`src/rtl/gpio_deglitch.sv`:
```
module gpio_deglitch #(
  parameter int NPIN = 32,
  parameter int DIVW = 24,
  parameter int SYNC = 2
) (
  input  logic                                      clk,
  input  logic                                      rst_n,
  input  logic                                      cfg_we,
  input  logic [1:0]                                cfg_addr,
  input  logic [((NPIN > DIVW) ? NPIN : DIVW)-1:0]  cfg_wdata,
  input  logic [NPIN-1:0]                           pin_raw,
  output logic [NPIN-1:0]                           pin_filt
);

  localparam logic [1:0] SEL_DBEN = 2'd0;
  localparam logic [1:0] SEL_SLOW = 2'd1;
  localparam logic [1:0] SEL_DIV  = 2'd2;

  logic [NPIN-1:0] sync_q [SYNC];
  logic [NPIN-1:0] sync_s;
  logic [NPIN-1:0] db_en, slow_en;
  logic [DIVW-1:0] div_q, div_cnt;
  logic            div_wr, slow_tick;
  logic [NPIN-1:0] pin_tick, hist_q, filt_q;

  always_ff @(posedge clk or negedge rst_n) begin
    if (!rst_n) begin
      for (int k = 0; k < SYNC; k++) sync_q[k] <= '0;
    end else begin
      sync_q[0] <= pin_raw;
      for (int k = 1; k < SYNC; k++) sync_q[k] <= sync_q[k-1];
    end
  end
  assign sync_s = sync_q[SYNC-1];

  assign div_wr = cfg_we && (cfg_addr == SEL_DIV);

  always_ff @(posedge clk or negedge rst_n) begin
    if (!rst_n) begin
      db_en   <= '0;
      slow_en <= '0;
      div_q   <= '0;
    end else if (cfg_we) begin
      case (cfg_addr)
        SEL_DBEN: db_en   <= cfg_wdata[NPIN-1:0];
        SEL_SLOW: slow_en <= cfg_wdata[NPIN-1:0];
        SEL_DIV:  div_q   <= cfg_wdata[DIVW-1:0];
        default:  ;
      endcase
    end
  end

  assign slow_tick = (div_cnt == div_q);

  always_ff @(posedge clk or negedge rst_n) begin
    if (!rst_n)                 div_cnt <= '0;
    else if (div_wr || slow_tick) div_cnt <= '0;
    else                        div_cnt <= div_cnt + 1'b1;
  end

  assign pin_tick = ~slow_en | {NPIN{slow_tick}};

  always_ff @(posedge clk or negedge rst_n) begin
    if (!rst_n) begin
      hist_q <= '0;
      filt_q <= '0;
    end else begin
      for (int i = 0; i < NPIN; i++) begin
        if (!db_en[i]) begin
          hist_q[i] <= sync_s[i];
          filt_q[i] <= sync_s[i];
        end else if (pin_tick[i]) begin
          hist_q[i] <= sync_s[i];
          if (hist_q[i] == sync_s[i]) filt_q[i] <= sync_s[i];
        end
      end
    end
  end

  assign pin_filt = (db_en & filt_q) | (~db_en & sync_s);

endmodule

```
`config.mk`:
```
export PLATFORM = sky130hd
export DESIGN_NAME = gpio_deglitch
export DESIGN_NICKNAME = d
export VERILOG_FILES = /design/src/rtl/gpio_deglitch.sv
export SDC_FILE = /design/constraint.sdc
export NUM_CORES = 1
export LEC_CHECK = 0
export BUFFER_PORTS_ARGS = -buffer_cell sky130_fd_sc_hd__buf_2
export CORE_MARGIN = 2
export CORE_UTILIZATION = 23
export CTS_CLUSTER_SIZE = 28
export DETAILED_ROUTE_END_ITERATION = 8
export GPL_TIMING_DRIVEN = 0
export PLACE_DENSITY = 0.44
export SLEW_MARGIN = 10
export SYNTH_ARGS = -nofsm -noshare
export SYNTH_HDL_FRONTEND = slang
export SYNTH_SLANG_ARGS = --single-unit
```
`constraint.sdc`:
```
create_clock -name clk -period 6.8 [get_ports clk]
set_clock_uncertainty 0.1 [all_clocks]
set_input_delay 0 -clock clk [delete_from_list [all_inputs] [get_ports clk]]
set_output_delay 0 -clock clk [all_outputs]
set_load 0.02 [all_outputs]
```
==> results.json <==
{
  "status": "completed",
  "grt_pass1_vias": 8021,
  "synth_commonest_cells": "240 x dfrtp_1, 233 x nand2_1, 68 x mux2_2",
  "crit_path_max_fanout": 10,
  "dpl_cell_area_mm2": 0.01189,
  "setup_viol": 0,
  "ys_warn_count": 0,
  "synth_top_cell_area_share_pct": 56.81,
  "io_pins": 101,
  "synth_cell_types": 35,
  "avgSynthCellArea_um2": 11.09,
  "clkSlewWorstSetupHoldPaths_ns": 0.06,
  "clockBufferDepth": 3,
  "cts_hold_buf": 108,
  "cts_tree": "done",
  "crit_chain": "xnor2_1, nand4_1, nor4_1, clkbuf_1, a21oi_1, o211ai_1",
  "vias": 7944,
  "drt_iter0_drc": 413,
  "critPathBufInv": 1,
  "nets": 1263,
  "max_cap_violations": 0,
  "period_share_pct": 42.89,
  "cp-start-kind": "flip-flop",
  "synth_most_common_cell": "dfrtp_1",
  "worst_path_max_delay_cell": "nor4_1",
  "diodes": 0,
  "die_w_um": 218.4,
  "io_buffers": 100,
  "via_per_inst": 4.382,
  "pwr_density_cell_mw_per_mm2": 300.2,
  "async_flop_share_pct": 100.0,
  "cts_setup_buffers": 0,
  "gp_congestion": 0.7761,
  "rsz0062_at_grt": "false",
  "cts_buffers": 28,
  "ir_drop_uv": 161.9,
  "start_util_pct": 23.29,
  "syn_area_mm2": 0.01057,
  "cp-end-kind": "flip-flop",
  "core-area_mm2": 0.04538,
  "dr.pass1.iters": 4,
  "path_delay_family": "simple AND/OR/NAND/NOR gates",
  "syn_nets": 1023,
  "clock-sinks": 240,
  "grt_first_pass_wirelength_um": 45550,
  "worst_path_largest_cell_delay_ns": 0.92,
  "worst_pin_slew_ns": 1.070,
  "wl_per_cell_um": 15.86,
  "ctsHtreeMaxLevel": 1,
  "grt-ovfl-total": 0,
  "clk_latency_ns": 0.56,
  "worst_slew_margin_rel_pct": 28.14,
  "synthCells": 953,
  "die_area_mm2": 0.04769,
  "cts_resized": 0,
  "die_h_um": 218.4,
  "grt_max_degree": 100,
  "fmax_ghz": 0.3429,
  "wirelength_um": 28750,
  "critPathKind": "reg -> reg",
  "hold_violations": 0,
  "synth_edf_count": 0,
  "synth-seq-cells": 240,
  "ys_top_cells_by_area": "dfrtp_1 57%, nand2_1 8.3%, mux2_2 7.2%",
  "hold_path.class": "in -> reg",
  "drive_gt1_share_pct": 21.52,
  "dpl.hpwl_um": 19180,
  "seq_area_frac_synth_pct": 56.81,
  "final_area_mm2": 0.01396,
  "synth_top_area_cell": "dfrtp_1",
  "syn_to_final_growth_pct": 32.03,
  "cp.arrival_ns": 3.28,
  "period_needed_ns": 2.917,
  "ant_nets": 0,
  "finalSetupTns_ns": 0,
  "leakage_nw": 6.175,
  "grtUsageTotal_pct": 12.20,
  "slew_viol_final": 0,
  "antenna_found_initial": 0,
  "critPathRequiredTime_ns": 7.16,
  "core.rowCount": 78,
  "drc": 0,
  "cts_root_buffer": "clkbuf_16",
  "synth_flop_cell": "dfrtp_1"
}
==> worst register-to-register path, cell delays in order (launching register included) <==
cell and delay (ns):
dfrtp_1 0.43, xnor2_1 0.26, nand4_1 0.17, nor4_1 0.92, clkbuf_1 0.59, a21oi_1 0.14, o211ai_1 0.23
==> kinds of logic after synthesis <==
group / synth area share [%]
buf+inv: 2.923
xor+xnor: 3.882
fa+ha+maj: 0.1183
mux: 10.23
flops: 56.81
compound gates: 11.76
simple gates: 14.27
==> per-layer routing <==
metal | share of wire [%] | track usage, % | vias to the layer above
li1 | - | - | 3832
met1 | 48 | 16.91 | 3926
met2 | 45 | 19.47 | 141
met3 | 3.7 | 1.949 | 45
met4 | 2.8 | 3.719 | 0
met5 | 0 | 0 | -
==> per-stage QoR <==
stage / hold slack [ns] / util, % / worst slack (ns) / cells / total power [mW]
4_1_cts: 0.1030 / 30.74 / 3.748 / 1813 / 4.267
3_5_place_dp: -0.07667 / 26.21 / 3.784 / 1655 / 2.605
2_1_floorplan: -0.3956 / - / 4.552 / 953 / 2.330
3_3_place_gp: 0.007880 / 26.05 / 0.8126 / 1653 / 2.580
6_report: 0.1257 / 30.76 / 3.883 / 1813 / 4.190
5_1_grt: 0.1244 / 30.76 / 3.697 / 1813 / 4.435
==> worst paths after layout <==
path	start	end	slack, ns	cells after the start
setup / recovery	div_cnt[1]$_DFF_PN0_	filt_q[13]$_DFFE_PN0P_	3.88	6
hold / removal	cfg_wdata[7]	div_q[7]$_DFFE_PN0P_	0.13	4
setup reg to reg	div_cnt[1]$_DFF_PN0_	filt_q[13]$_DFFE_PN0P_	3.88	6
hold reg to reg	sync_q[45]$_DFF_PN0_	sync_s[13]$_DFF_PN0_	0.24	0
max in group asynchronous	rst_n	hist_q[5]$_DFFE_PN0P_	5.29	5
min in group asynchronous	rst_n	sync_s[23]$_DFF_PN0_	0.48	4
==> cell type report <==
type	count	area, µm²
Fill cell	4688	31420
Sequential cell	240	6006
Multi-Input combinational cell	642	4268
Timing Repair Buffer	210	1664
Clock buffer	42	844.6
Tap cell	600	750.7
Buffer	37	181.4
Inverter	34	127.6
Clock inverter	8	115.1
==> power by group <==
group          internal (mW)  leakage [nW]  switching (mW)
sequential              1.64          2.84           0.195
combinational          0.377          2.86           0.409
clock                  0.963         0.477           0.606
total                   2.98          6.17            1.21
==> cells in the final DEF, fill, tap and decap left out, types with 7 or more instances in the layout <==
cell type / n
dlygate4sd3_1: 107
clkbuf_1: 26
buf_2: 109
dfrtp_1: 240
nand2b_1: 30
mux2_2: 68
o211ai_2: 28
xnor2_1: 28
xor2_1: 17
nand3_1: 13
o211ai_1: 34
nand2_1: 233
a211o_1: 30
nand4_1: 16
clkbuf_8: 7
mux2_1: 28
inv_1: 34
clkbuf_16: 29
nor3_1: 25
a21oi_1: 30
a31oi_1: 30
==> registers in the layout (all words and copies together) (netlist names) <==
signal	count
sync_q	32
hist_q	32
filt_q	32
div_q	24
div_cnt	24
db_en	32
slow_en	32
sync_s	32
Power figures use the tool's default switching activity.
